### src/rtl/vsx_pkg.sv
package vsx_pkg;
  typedef enum logic [1:0] {VAR_NMOS, VAR_SC, VAR_C, VAR_WIDE} variant_e;

  typedef enum logic [3:0] {
    C_LDA, C_STA, C_EOR, C_CMP, C_BNE, C_BRA,
    C_SRE, C_RMB, C_EORL, C_NOP1, C_BAD
  } cls_e;

  typedef enum logic [3:0] {
    S_FETCH, S_OPND, S_RD, S_RMW, S_WR,
    S_PL, S_PH, S_PB, S_RDL, S_BR, S_HALT
  } state_e;

  typedef enum logic [1:0] {F_LD, F_EOR, F_CMP} alu_e;
endpackage

### src/rtl/vsx_decode.sv
module vsx_decode
  import vsx_pkg::*;
(
  input  logic [7:0] op_i,
  input  variant_e   var_i,
  output cls_e       cls_o
);
  always_comb begin
    cls_o = C_BAD;
    if (var_i == VAR_SC && op_i[1:0] == 2'b11) begin
      cls_o = C_NOP1;
    end else begin
      case (op_i)
        8'hA9: cls_o = C_LDA;
        8'h85: cls_o = C_STA;
        8'h45: cls_o = C_EOR;
        8'hC9: cls_o = C_CMP;
        8'hD0: cls_o = C_BNE;
        8'h80: cls_o = (var_i == VAR_NMOS) ? C_BAD : C_BRA;
        8'h47: begin
          case (var_i)
            VAR_NMOS: cls_o = C_SRE;
            VAR_C:    cls_o = C_RMB;
            VAR_WIDE: cls_o = C_EORL;
            default:  cls_o = C_BAD;
          endcase
        end
        default: cls_o = C_BAD;
      endcase
    end
  end
endmodule

### src/rtl/vsx_alu.sv
module vsx_alu
  import vsx_pkg::*;
(
  input  alu_e       fn_i,
  input  logic [7:0] a_i,
  input  logic [7:0] b_i,
  output logic [7:0] res_o,
  output logic       n_o,
  output logic       z_o,
  output logic       c_o
);
  logic [8:0] diff;
  logic [7:0] fv;

  always_comb begin
    diff  = {1'b0, a_i} - {1'b0, b_i};
    c_o   = 1'b0;
    res_o = a_i;
    fv    = a_i;
    case (fn_i)
      F_LD:    begin res_o = b_i;       fv = b_i; end
      F_EOR:   begin res_o = a_i ^ b_i; fv = a_i ^ b_i; end
      F_CMP:   begin fv = diff[7:0];    c_o = ~diff[8]; end
      default: ;
    endcase
    n_o = fv[7];
    z_o = (fv == 8'h00);
  end
endmodule

### src/rtl/vsx_core.sv
module vsx_core
  import vsx_pkg::*;
#(
  parameter int          ADDR_W   = 24,
  parameter logic [15:0] RESET_PC = 16'h0200
) (
  input  logic              clk_i,
  input  logic              rst_ni,
  input  logic [1:0]        variant_i,
  input  logic [7:0]        rdata_i,
  output logic [ADDR_W-1:0] addr_o,
  output logic [7:0]        wdata_o,
  output logic              rd_o,
  output logic              wr_o,
  output logic [7:0]        acc_o,
  output logic [2:0]        flags_o,
  output logic              halt_o
);
  localparam int BANK_W = ADDR_W - 16;

  state_e            state;
  cls_e              cls_q, cls_d;
  logic [15:0]       pc;
  logic [7:0]        a, opnd, tmp, ptr_hi;
  logic [BANK_W-1:0] bank;
  logic              n_f, z_f, c_f;

  logic [15:0]       addr16;
  logic [BANK_W-1:0] addr_hi;
  alu_e              alu_fn;
  logic [7:0]        alu_b, alu_res;
  logic              alu_n, alu_z, alu_c;

  vsx_decode u_dec (.op_i(rdata_i), .var_i(variant_e'(variant_i)), .cls_o(cls_d));

  always_comb begin
    case (cls_q)
      C_LDA:   alu_fn = F_LD;
      C_CMP:   alu_fn = F_CMP;
      default: alu_fn = F_EOR;
    endcase
    alu_b = (state == S_WR) ? tmp : rdata_i;
  end

  vsx_alu u_alu (
    .fn_i(alu_fn), .a_i(a), .b_i(alu_b),
    .res_o(alu_res), .n_o(alu_n), .z_o(alu_z), .c_o(alu_c)
  );

  // bus side of the current cycle
  always_comb begin
    addr16  = pc;
    addr_hi = '0;
    rd_o    = 1'b0;
    wr_o    = 1'b0;
    wdata_o = 8'h00;
    case (state)
      S_FETCH, S_OPND, S_BR: rd_o = 1'b1;
      S_RD: begin rd_o = 1'b1; addr16 = {8'h00, opnd}; end
      S_RMW: begin
        addr16 = {8'h00, opnd};
        if (cls_q == C_SRE) begin wr_o = 1'b1; wdata_o = tmp; end  // unmodified write-back
        else rd_o = 1'b1;                                         // repeated read
      end
      S_WR: begin
        wr_o    = 1'b1;
        addr16  = {8'h00, opnd};
        wdata_o = (cls_q == C_STA) ? a : tmp;
      end
      S_PL: begin rd_o = 1'b1; addr16 = {8'h00, opnd}; end
      S_PH: begin rd_o = 1'b1; addr16 = {8'h00, opnd} + 16'd1; end
      S_PB: begin rd_o = 1'b1; addr16 = {8'h00, opnd} + 16'd2; end
      S_RDL: begin rd_o = 1'b1; addr16 = {ptr_hi, tmp}; addr_hi = bank; end
      default: ;
    endcase
    addr_o = {addr_hi, addr16};
  end

  always_ff @(posedge clk_i or negedge rst_ni) begin
    if (!rst_ni) begin
      state  <= S_FETCH;
      cls_q  <= C_NOP1;
      pc     <= RESET_PC;
      a      <= 8'h00;
      opnd   <= 8'h00;
      tmp    <= 8'h00;
      ptr_hi <= 8'h00;
      bank   <= '0;
      n_f    <= 1'b0;
      z_f    <= 1'b0;
      c_f    <= 1'b0;
    end else begin
      case (state)
        S_FETCH: begin
          pc    <= pc + 16'd1;
          cls_q <= cls_d;
          case (cls_d)
            C_NOP1:  state <= S_FETCH;
            C_BAD:   state <= S_HALT;
            default: state <= S_OPND;
          endcase
        end
        S_OPND: begin
          pc   <= pc + 16'd1;
          opnd <= rdata_i;
          case (cls_q)
            C_LDA: begin a <= alu_res; n_f <= alu_n; z_f <= alu_z; state <= S_FETCH; end
            C_CMP: begin n_f <= alu_n; z_f <= alu_z; c_f <= alu_c; state <= S_FETCH; end
            C_STA: state <= S_WR;
            C_EOR, C_SRE, C_RMB: state <= S_RD;
            C_EORL: state <= S_PL;
            C_BNE: state <= z_f ? S_FETCH : S_BR;
            C_BRA: state <= S_BR;
            default: state <= S_HALT;
          endcase
        end
        S_BR: begin
          pc    <= pc + {{8{opnd[7]}}, opnd};
          state <= S_FETCH;
        end
        S_RD: begin
          if (cls_q == C_EOR) begin
            a <= alu_res; n_f <= alu_n; z_f <= alu_z;
            state <= S_FETCH;
          end else begin
            tmp   <= rdata_i;
            state <= S_RMW;
          end
        end
        S_RMW: begin
          if (cls_q == C_SRE) begin
            tmp <= {1'b0, tmp[7:1]};
            c_f <= tmp[0];
          end else begin
            tmp <= tmp & 8'hEF;
          end
          state <= S_WR;
        end
        S_WR: begin
          if (cls_q == C_SRE) begin
            a <= alu_res; n_f <= alu_n; z_f <= alu_z;
          end
          state <= S_FETCH;
        end
        S_PL: begin tmp <= rdata_i; state <= S_PH; end
        S_PH: begin ptr_hi <= rdata_i; state <= S_PB; end
        S_PB: begin bank <= BANK_W'(rdata_i); state <= S_RDL; end
        S_RDL: begin
          a <= alu_res; n_f <= alu_n; z_f <= alu_z;
          state <= S_FETCH;
        end
        default: state <= S_HALT;
      endcase
    end
  end

  assign acc_o   = a;
  assign flags_o = {n_f, z_f, c_f};
  assign halt_o  = (state == S_HALT);
endmodule

### config.mk
export PLATFORM = sky130hd
export DESIGN_NAME = vsx_core
export DESIGN_NICKNAME = d
export VERILOG_FILES = /design/src/rtl/vsx_pkg.sv /design/src/rtl/vsx_decode.sv /design/src/rtl/vsx_alu.sv /design/src/rtl/vsx_core.sv
export SDC_FILE = /design/constraint.sdc
export NUM_CORES = 1
export LEC_CHECK = 0
export ABC_AREA = 1
export BUFFER_PORTS_ARGS = -buffer_cell sky130_fd_sc_hd__clkbuf_2
export CAP_MARGIN = 25
export CORE_ASPECT_RATIO = 1.4
export CORE_MARGIN = 4
export CORE_UTILIZATION = 35
export DETAILED_ROUTE_END_ITERATION = 8
export PLACE_DENSITY = 0.48
export RECOVER_POWER = 50
export SKIP_CTS_REPAIR_TIMING = 1
export SLEW_MARGIN = 0
export SYNTH_ARGS = -nofsm -noshare
export SYNTH_HDL_FRONTEND = slang
export SYNTH_SLANG_ARGS = --single-unit
### constraint.sdc
create_clock -name clk_i -period 3.05 [get_ports clk_i]
set_input_delay 0 -clock clk_i [delete_from_list [all_inputs] [get_ports clk_i]]
set_output_delay 0 -clock clk_i [all_outputs]
set_load 0.02 [all_outputs]
==> flow_metrics.tcl <==
set metrics [dict create \
    vias_per_cell 5.28 \
    grt_pass1_wl_um 29600 \
    vias 5561 \
    layout_min_cycle_time_ns 2.79 \
    fin_nets 895 \
    holdPathStages 3 \
    power_density_mw_per_mm2 354 \
    drtIter0Drc 413 \
    cp_max_fo 21 \
    dr.pass1.iters 5 \
    antenna_found_initial 0 \
    die_h_um 154 \
    ir_worst_vdd_mv 0.180 \
    ys.flop_type "dfrtp_1" \
    syn_area_sq_mm 0.00529 \
    grt_overflow 0 \
    final_hold_viol_count 0 \
    violations "capacitance limit, slew limit" \
    worstMarginPinSlew_ns 1.79 \
    critPathLaunch "state[2]" \
    fp.dieW_um 112 \
    ys_warn_count 0 \
    netlist_top_cells_area "dfrtp_1 (30%), nand2_1 (14%), o21ai_0 (9.1%), inv_1 (7.6%), nor2_1 (5.6%)" \
    relSlewSlack -0.195 \
    yosysUniqueCellTypes 50 \
    slew_violations 68 \
    core_sq_mm 0.0146 \
    layout-drive-gt1-share 0.135 \
    cts_buffers 9 \
    drc 0 \
    start_kind "flip-flop" \
    worst_clock_skew_ns 0.00806 \
    status "finished, violations left" \
    grt_pass1_vias 5555 \
    setup_ws_ns 0.258 \
    setup_violations 0 \
    synth_largest_area_cell "dfrtp_1" \
    avgSynthCellArea_sq_um 6.63 \
    grt.total_usage 0.217 \
    place_ws_ns 0.0179 \
    tns_ns 0 \
    start_util 0.362 \
    cp-end-kind "output port" \
    crit_arrival_ns 2.79 \
    yosysMostFrequentCell "nand2_1" \
    postSynthRegisterBits 67 \
    path_class "flip-flop to output port" \
    period_share 0.915 \
    grt_setup_unrepaired "no" \
    clock_path_buffers 2 \
    root_buffer "clkbuf_16" \
    hp-class "input port to flip-flop" \
    ctsHtreeMaxLevel 3 \
    area_delta_synth_final_pct 16.3 \
    port_buffers 57 \
    synthArstFlopShare 1.00 \
    finalWirelength_um 18800 \
    dp_hpwl_um 15300 \
    cts_sinks 67 \
    drv_cap 1 \
    yosysSeqAreaShare 0.317 \
    crit-reg2reg-launch "state[1]" \
    wl_per_cell_um 17.9 \
    fmax_mhz 358 \
    ios 58 \
    cts_tree "yes" \
    path_clk_slew_ns 0.06 \
    yosys-top-cells-count "nand2_1 (196), inv_1 (107), o21ai_0 (96), nor2_1 (79), dfrtp_1 (64)" \
    grt_max_degree 68 \
    leakage_nw 3.17 \
    final_antenna_net_count 0 \
    synth_top_area_frac 0.303 \
    min-delay-start "rdata_i[6]" \
    synthesis.instances 798 \
    die_area_sq_mm 0.0172 \
    worstPathRequired_ns 3.05 \
    globalplace.congestion 0.904 \
    num_antenna_cells 0 \
    power_mw 2.18 \
    row_count 52 \
    r2r_cells 15 \
    synth_edf_count 0 \
    syn-num-nets 833 \
    clkLatencyLatePin_ns 0.34 \
]
power by group:
group	internal (mW)	switching [mW]
Sequential	0.889	0
Clock	0.738	0.421
Combinational	0.0326	0.0967
Total	1.66	0.518
registers in the layout, indices dropped and copies added, names as in the netlist:
register,cells
pc,16
acc_o,8
bank,8
opnd,8
ptr_hi,8
tmp,8
cls_q,4
state,4
c_f,1
n_f,1
z_f,1
layout by cell type, fill, tap and decap left out, drive strengths merged, types with 2 or more instances in the layout:
master / instances
a211oi: 2
a21boi: 2
a21oi: 33
a221oi: 2
a22o: 2
a22oi: 3
a31oi: 5
buf: 12
bufinv: 2
clkbuf: 69
clkinv: 3
clkinvlp: 2
dfrtp: 64
dfstp: 3
dlygate4sd3: 2
ha: 22
inv: 111
nand2: 205
nand3: 57
nand4: 8
nor2: 84
nor3: 20
nor4: 2
o2111ai: 2
o211ai: 8
o21a: 2
o21ai: 103
o21bai: 3
o22ai: 11
o31ai: 3
or2: 3
xor2: 7
area by class of cell:
cell class | count | area, sq um
inverters | 112 | 420
clock buffers | 10 | 239
fillers | 1589 | 8480
well taps | 189 | 236
repair buffers | 73 | 388
multi-input cells | 597 | 3100
flip-flops and latches | 67 | 1680
clock inverters | 6 | 88.8
stage by stage:
step | util | cells | hold WS, ns | instance area, sq um
final | 0.421 | 1054 | 0.0128 | 6160
after detailed placement | 0.396 | 1035 | 0.188 | 5800
after global placement | 0.396 | 1035 | 0.187 | 5800
after global routing | 0.421 | 1054 | 0.00944 | 6160
after floorplan | - | 798 | -0.296 | 5290
after CTS | 0.419 | 1051 | -0.176 | 6130
metal layers:
layer	part of all wire	vias up	global-route usage
met5	0	-	0
met4	0.041	0	0.0985
li1	-	2762	-
met3	0.030	47	0.0283
met1	0.39	2616	0.232
met2	0.54	136	0.419
kinds of logic (layout without fill, tap and decap cells):
group / after synthesis / count (layout) / share of synthesized area
and+or+nand+nor: 380 / 380 / 0.311
AOI/OAI and AO/OA: 186 / 186 / 0.201
buffers and inverters: 134 / 201 / 0.101
DFF: 67 / 67 / 0.317
adders and majority gates: 23 / 23 / 0.0558
xor gates and xnor gates: 8 / 8 / 0.0132
critical path, stage by stage, from the launching register on:
cell	delay, ns
dfrtp_1	0.41
inv_1	0.17
nor2_8	0.05
nand2_4	0.22
inv_2	0.06
buf_4	0.17
nor2_2	0.35
inv_1	0.12
nor3_2	0.16
inv_1	0.24
a41oi_1	0.27
clkbuf_2	0.21
worst paths after layout:
path,end,slack [ns]
min in group asynchronous,pc[6],0.66
setup / recovery,addr_o[0],0.26
setup reg to reg,pc[13],0.26
hold reg to reg,ptr_hi[2],0.49
max in group asynchronous,state[3],1.17
hold / removal,opnd[6],0.01
No activity file was read; power rests on OpenSTA's default activity.
